### src/rtl/sparse_row_encoder.sv
module sparse_row_encoder #(
  parameter int N  = 4,
  parameter int DW = 8
) (
  input  logic                       clk,
  input  logic                       rst_n,
  input  logic                       ld_en,
  input  logic [$clog2(N)-1:0]       ld_row,
  input  logic [$clog2(N)-1:0]       ld_col,
  input  logic [DW-1:0]              ld_data,
  input  logic                       start,
  output logic                       busy,
  output logic                       rec_valid,
  input  logic                       rec_ready,
  output logic [DW-1:0]              rec_value,
  output logic [$clog2(N)-1:0]       rec_col,
  output logic                       rec_chain,
  output logic                       ptr_we,
  output logic [$clog2(N+1)-1:0]     ptr_idx,
  output logic [$clog2(N*N+1)-1:0]   ptr_val,
  output logic                       done
);
  localparam int CW = $clog2(N);
  localparam int AW = $clog2(N*N);
  localparam int IW = $clog2(N+1);
  localparam int PW = $clog2(N*N+1);
  localparam logic [CW-1:0] LAST = CW'(N-1);

  typedef enum logic [2:0] {S_IDLE, S_SCAN, S_FLUSH, S_FINAL, S_DRAIN} phase_t;

  phase_t          phase;
  logic [DW-1:0]   mat [N*N];
  logic [CW-1:0]   r, c;
  logic [PW-1:0]   cnt;
  logic            pend_v;
  logic [DW-1:0]   pend_val;
  logic [CW-1:0]   pend_col;

  logic [AW-1:0] rd_addr, wr_addr;
  logic [DW-1:0] elem;
  logic          out_free;

  assign rd_addr  = AW'(r) * AW'(N) + AW'(c);
  assign wr_addr  = AW'(ld_row) * AW'(N) + AW'(ld_col);
  assign elem     = mat[rd_addr];
  assign out_free = !rec_valid || rec_ready;
  assign busy     = phase != S_IDLE;

  always_ff @(posedge clk)
    if (phase == S_IDLE && ld_en) mat[wr_addr] <= ld_data;

  always_ff @(posedge clk) begin
    if (!rst_n) begin
      phase     <= S_IDLE;
      r         <= '0;
      c         <= '0;
      cnt       <= '0;
      pend_v    <= 1'b0;
      pend_val  <= '0;
      pend_col  <= '0;
      rec_valid <= 1'b0;
      rec_value <= '0;
      rec_col   <= '0;
      rec_chain <= 1'b0;
      ptr_we    <= 1'b0;
      ptr_idx   <= '0;
      ptr_val   <= '0;
      done      <= 1'b0;
    end else begin
      ptr_we <= 1'b0;
      done   <= 1'b0;
      if (out_free) rec_valid <= 1'b0;
      case (phase)
        S_IDLE: if (start) begin
          r      <= '0;
          c      <= '0;
          cnt    <= '0;
          pend_v <= 1'b0;
          phase  <= S_SCAN;
        end
        S_SCAN: if (out_free) begin
          if (c == '0) begin
            ptr_we  <= 1'b1;
            ptr_idx <= IW'(r);
            ptr_val <= cnt;
          end
          if (elem != '0) begin
            cnt <= cnt + 1'b1;
            if (pend_v) begin
              rec_valid <= 1'b1;
              rec_value <= pend_val;
              rec_col   <= pend_col;
              rec_chain <= 1'b1;
            end
            pend_v   <= 1'b1;
            pend_val <= elem;
            pend_col <= c;
          end
          if (c == LAST) phase <= S_FLUSH;
          else           c     <= c + 1'b1;
        end
        S_FLUSH: if (out_free) begin
          if (pend_v) begin
            rec_valid <= 1'b1;
            rec_value <= pend_val;
            rec_col   <= pend_col;
            rec_chain <= 1'b0;
            pend_v    <= 1'b0;
          end
          if (r == LAST) phase <= S_FINAL;
          else begin
            r     <= r + 1'b1;
            c     <= '0;
            phase <= S_SCAN;
          end
        end
        S_FINAL: begin
          ptr_we  <= 1'b1;
          ptr_idx <= IW'(N);
          ptr_val <= cnt;
          phase   <= S_DRAIN;
        end
        S_DRAIN: if (out_free) begin
          done  <= 1'b1;
          phase <= S_IDLE;
        end
        default: phase <= S_IDLE;
      endcase
    end
  end

  logic [PW-1:0] acc_cnt, fin_ptr;
  always_ff @(posedge clk) begin
    if (!rst_n) begin
      acc_cnt <= '0;
      fin_ptr <= '0;
    end else begin
      if (phase == S_IDLE && start) acc_cnt <= '0;
      else if (rec_valid && rec_ready) acc_cnt <= acc_cnt + 1'b1;
      if (ptr_we && ptr_idx == IW'(N)) fin_ptr <= ptr_val;
    end
  end

  assert_hold_R7: assert property (@(posedge clk) disable iff (!rst_n)
    rec_valid && !rec_ready |=> rec_valid && $stable(rec_value) && $stable(rec_col) && $stable(rec_chain));
  assert_done_pulse_R8: assert property (@(posedge clk) disable iff (!rst_n)
    done |=> !done);
  assert_done_drained_R8: assert property (@(posedge clk) disable iff (!rst_n)
    done |-> !rec_valid && !busy);
  assert_total_count_R6: assert property (@(posedge clk) disable iff (!rst_n)
    done |-> acc_cnt == fin_ptr);
  assert_ptr_range_R5: assert property (@(posedge clk) disable iff (!rst_n)
    ptr_we |-> ptr_idx <= IW'(N) && ptr_val <= PW'(N*N));
endmodule

### config.mk
export PLATFORM = sky130hd
export DESIGN_NAME = sparse_row_encoder
export DESIGN_NICKNAME = d
export VERILOG_FILES = /design/src/rtl/sparse_row_encoder.sv
export SDC_FILE = /design/constraint.sdc
export NUM_CORES = 1
export LEC_CHECK = 0
export ABC_AREA = 1
export BUFFER_PORTS_ARGS = -buffer_cell sky130_fd_sc_hd__buf_2
export CORE_ASPECT_RATIO = 0.7
export CORE_MARGIN = 3
export CORE_UTILIZATION = 50
export CTS_CLUSTER_DIAMETER = 40
export CTS_CLUSTER_SIZE = 30
export DETAILED_ROUTE_END_ITERATION = 7
export PLACE_DENSITY = 0.66
export SETUP_SLACK_MARGIN = 0.3
export SLEW_MARGIN = 20
export SYNTH_ARGS = -nofsm -noshare
export SYNTH_HDL_FRONTEND = slang
export SYNTH_SLANG_ARGS = --single-unit
export TNS_END_PERCENT = 50
### constraint.sdc
create_clock -name clk -period 2.7 [get_ports clk]
set_input_delay 0.81 -clock clk [delete_from_list [all_inputs] [get_ports clk]]
set_output_delay 0.81 -clock clk [all_outputs]
set_load 0.03 [all_outputs]
After elaboration in Yosys (flattened, before gate mapping)

Memories as Yosys holds them, arrays and structs flattened.
Index checks and enable logic that the tools add are counted.

$add $sub $neg: 5
Equal/unequal tests: 17
Mux-type cells: 59
Reduce and logical (&&, ||, !) cells: 22

Operator list:

| operator            | number |
|---|---|
| $mux 8              | 4 |
| $mux 5              | 5 |
| $mux 2              | 12 |
| $ne 2x2->1 const B  | 11 |
| $mux 3              | 7 |
| $pmux 5 s2          | 2 |
| $mux 1              | 19 |
| $pmux 8 s2          | 1 |
| $pmux 3 s5          | 1 |
| $reduce_and 4->1    | 3 |
| $reduce_and 6->1    | 2 |
| $reduce_and 5->1    | 2 |
| $add 4x2->4         | 2 |
| $pmux 2 s2          | 2 |
| $reduce_bool 2->1   | 4 |
| $reduce_bool 8->1   | 1 |
| $eq 3x2->1 const B  | 2 |
| $pmux 1 s2          | 3 |
| $pmux 2 s3          | 1 |
| $pmux 3 s2          | 1 |
| $reduce_and 3->1    | 2 |
| $reduce_bool 3->1   | 2 |
| $add 5x1->5 const B | 1 |
| $add 2x1->2 const B | 2 |
| other kinds (10)    | 11 |

Register bits: 45
Bits in writable memories: 128
Word-level logic and storage cells: 119
Memories: 1

Memories:

| memory | depth | bits a word | rd ports | clocked after memory_dff | write ports | RTL line | text |
|---|---|---|---|---|---|---|---|
| mat    | 16    | 8           | 1        | 0                        | 1           | 32       | `logic [DW-1:0] mat [N*N];` |

Depth between registers and ports, before layout

Word-level depth: 7
Gate-level depth with buffers: 18

Worst setup path before layout

No wires, ideal clock.

Path kind: in2reg
From: in rec_ready
To: reg ptr_val[0]
Library setup time: 70 ps
Arrival: 2061 ps
Path slack: 569 ps
Stages on the path: 8
Path through: nor2_1 > clkinv_1 > nand2_1 > nor2_1 > a21oi_1 > clkbuf_1 > o21ai_0 > a21oi_1

Word-level cells in the longest chain between the ends: 3

RTL lines:

| what                       | RTL line | text |
|---|---|---|
| start: declaration         | 14       | `input logic rec_ready,` |
| $logic_or 1x1->1           | 46       | `assign out_free = !rec_valid \|\| rec_ready;` |
| $ne 2x2->1 (no line)       | n/a      |  |
| $reduce_and 3->1 (no line) | n/a      |  |
| end signal: assignment     | 85       | `ptr_val <= cnt;` |
| end signal: assignment     | 120      | `ptr_val <= cnt;` |
| end: declaration           | 20       | `output logic [$clog2(N*N+1)-1:0] ptr_val,` |

No other way between the ends.
A chain may end at the register's enable or synchronous reset.

Final worst setup path

From: reg r[0]
To: reg cnt[2]

Word-level cells in the longest chain between the ends: 5

RTL lines:

| what                       | RTL line | text |
|---|---|---|
| start: declaration         | 33       | `logic [CW-1:0] r, c;` |
| start signal: assignment   | 112      | `r <= r + 1'b1;` |
| $add 4x2->4                | 43       | `assign rd_addr = AW'(r) * AW'(N) + AW'(c);` |
| $mem_v2 16x8               | n/a      |  |
| $reduce_bool 8->1          | 87       | `if (elem != '0) begin` |
| $ne 2x2->1 (no line)       | n/a      |  |
| $reduce_and 4->1 (no line) | n/a      |  |
| end signal: assignment     | 88       | `cnt <= cnt + 1'b1;` |
| end: declaration           | 34       | `logic [PW-1:0] cnt;` |

No other way between the ends.

==> impl_metrics.tcl <==
set metrics [dict create \
    status "complete, no violations" \
    vias 5406 \
    fin_setup_tns_ps 0 \
    die_area_sq_um 16230 \
    synth_warnings 0 \
    overflow 0 \
    syn2layout_area_growth_pct 16.19 \
    setup_viol 0 \
    grt_pass1_wl_um 27380 \
    crit_buf_inv 1 \
    drc_errors 0 \
    dr.pass1.iters 5 \
    insertion_delay_ps 430 \
    die_x_um 151.0 \
    syn_nets 777 \
    tritoncts "yes" \
    clkSlewWorstSetupHoldPaths_ps 70 \
    worst_pin_slew_ps 580.8 \
    cts_htree_levels 4 \
    ir_worst_vdd_uv 446.8 \
    syn_area_per_cell_sq_um 9.730 \
    rsz0062_at_grt "yes" \
    drive_above_1_share 0.1361 \
    post-route-util 0.6043 \
    grt_usage 0.2257 \
    crit_path_end_kind "flop" \
    power.leakage_nw 3.516 \
    p_per_area_nw_per_um2 807.4 \
    min_period_ps 2290 \
    io_buffers 39 \
    synth.area.top_cells "edfxtp_1, dfxtp_1, nand2_1, nand3_1, inv_1" \
    gp_congestion 0.8517 \
    rows 36 \
    cts_setup_buffers 0 \
    yosysSeqAreaShare 0.6450 \
    synth_cell_types 29 \
    cpMostUsedCell "nand2_1" \
    path_max_fanout 18 \
    grt_start_max_net_pins 39 \
    dpl.cell_count 981 \
    critPathRequiredTime_ps 2990 \
    period_share 0.8482 \
    synth-seq-cells 173 \
    clockBufferDepth 2 \
    drt_iter0_markers 560 \
    async_flop_share 0 \
    cp-start-kind "flop" \
    syn_area_sq_um 7356 \
    cts_hold_buf 0 \
    slew_violations 0 \
    die_h_um 107.5 \
    path_class "reg2reg" \
    antenna_cells 0 \
    antenna_found_initial 0 \
    drv_cap 0 \
    fmax_mhz 436.7 \
    viasPerCell 5.337 \
    wl_um 17280 \
    synth_edf_count 128 \
    dp_hpwl_um 11630 \
    io_pins 40 \
    ys_top_cells_by_count "nand2_1, edfxtp_1, nand3_1" \
    stdcell_count 1013 \
    arrival_ps 2580 \
    core-area_sq_um 14140 \
    synthCells 756 \
    ant_nets 0 \
    finalHoldViolations 0 \
    cp_top_family "simple AND/OR/NAND/NOR gates" \
    clock_sinks 173 \
    slowest_delay_ps 480 \
    nNetsFinal 831 \
    worstHoldPathType "reg2reg" \
    wire_per_inst_um 17.06 \
    cts_buffers 17 \
    critical_path.slowest_cell "clkinv_1" \
    grt_pass1_vias 5098 \
    yosysMostFrequentCell "nand2_1" \
    initial_utilization 0.5201 \
    cts_root_buf "clkbuf_16" \
    fin_skew_ps 9.958 \
    worstPathCellList "clkinv_1 -> nand3_1 -> nand3_1 -> nand2_1 -> nor2_1 -> nand2_1 -> nor2_4 -> nand2_4 -> nand3_2 -> nand2_1 -> a21oi_1" \
    max_slew_margin 0.6104 \
    yosys.area.top_type "edfxtp_1" \
    synth_top_flop_cell "edfxtp_1" \
    finalPower_mw 6.900 \
    synth_top_area_frac 0.5225 \
]
[registers in the layout, indices dropped and copies added (netlist names), 2 cells and up]
name	count
cnt	5
c	2
mat	128
pend_val	8
r	2
rec_col	2
ptr_idx	3
ptr_val	5
phase	3
rec_value	8
pend_col	2
[cells by family (layout without fill, tap and decap cells)]
group | count (synthesis) | count (layout) | share of synthesized area
fa+ha+maj | 4 | 4 | 0.006804
xor+xnor | 3 | 3 | 0.003573
flops | 173 | 173 | 0.6450
buf+inv | 117 | 184 | 0.07195
compound gates | 69 | 69 | 0.04916
simple gates | 390 | 390 | 0.2235
[power by group]
group	internal [mW]	switching (mW)	total, mW
Combinational	0.355	0.801	1.16
Clock	1.73	1.02	2.75
Sequential	2.94	0.0496	2.99
[final timing paths]
path                                                end  cells after the start               startpoint  slack [ps]
worst max-delay path                cnt[2]$_SDFFE_PN0P_                     11        r[0]$_SDFFE_PN0P_         410
worst min-delay path            ptr_val[4]$_SDFFE_PN0P_                      2  ptr_val[4]$_SDFFE_PN0P_         450
worst max register to register      cnt[2]$_SDFFE_PN0P_                     11        r[0]$_SDFFE_PN0P_         410
worst min register to register  ptr_val[4]$_SDFFE_PN0P_                      2  ptr_val[4]$_SDFFE_PN0P_         450
[layer usage]
layer	up-vias	wire length, um	global-route usage	part of all wire
li1	2621	-	-	-
met1	2540	7960	0.3365	0.46
met3	27	1404	0.05387	0.081
met4	0	291	0.06662	0.017
met2	218	7623	0.3298	0.44
met5	-	0	0	0
[layout by cell type (no fill, tap or decap), drive strengths merged]
master      n
ha          4
o21ai      19
a211oi      4
nand3      93
buf        72
clkbuf     17
clkinv     10
nand2     219
a21oi      44
nand4      14
nor3        3
xor2        2
bufinv      6
o2111ai     1
xnor2       1
and3        1
dfxtp      45
nor2       60
clkinvlp    1
o211ai      1
inv        78
edfxtp    128
[per-stage QoR]
stage / worst slack, ps / hold WS (ps) / instance area [sq um]
floorplan: 568.9 / 439.6 / 7356
global placement: 373.8 / 431.5 / 7846
detailed placement: 292.8 / 438.8 / 7846
CTS: 385.3 / 449.0 / 8518
global route: 263.3 / 472.5 / 8547
finish: 409.9 / 445.1 / 8547
[cell type report]
type	count	area, sq um
multi-input combinational	466	2100
clock buffer	17	425.4
sequential	173	4746
tap	190	237.7
clock inverter	15	241.5
inverter	80	305.3
fill	1174	5597
timing repair buffer	72	491.7
[worst register-to-register path, stage by stage (launching register included)]
cell      delay [ps]
dfxtp_1          340
clkinv_1         480
nand3_1          280
nand3_1          150
nand2_1          120
nor2_1            50
nand2_1          110
nor2_4            50
nand2_4          190
nand3_2          200
nand2_1          110
a21oi_1           80
[repair_timing]
| action | 4_1_cts | 5_1_grt |
|---|---|---|
| endpoints found under the setup margin | 1 | 26 |
| resized for setup | 1 | 9 |
| endpoints found under the hold margin | 0 | 0 |
(Power assumes the default switching activity.)
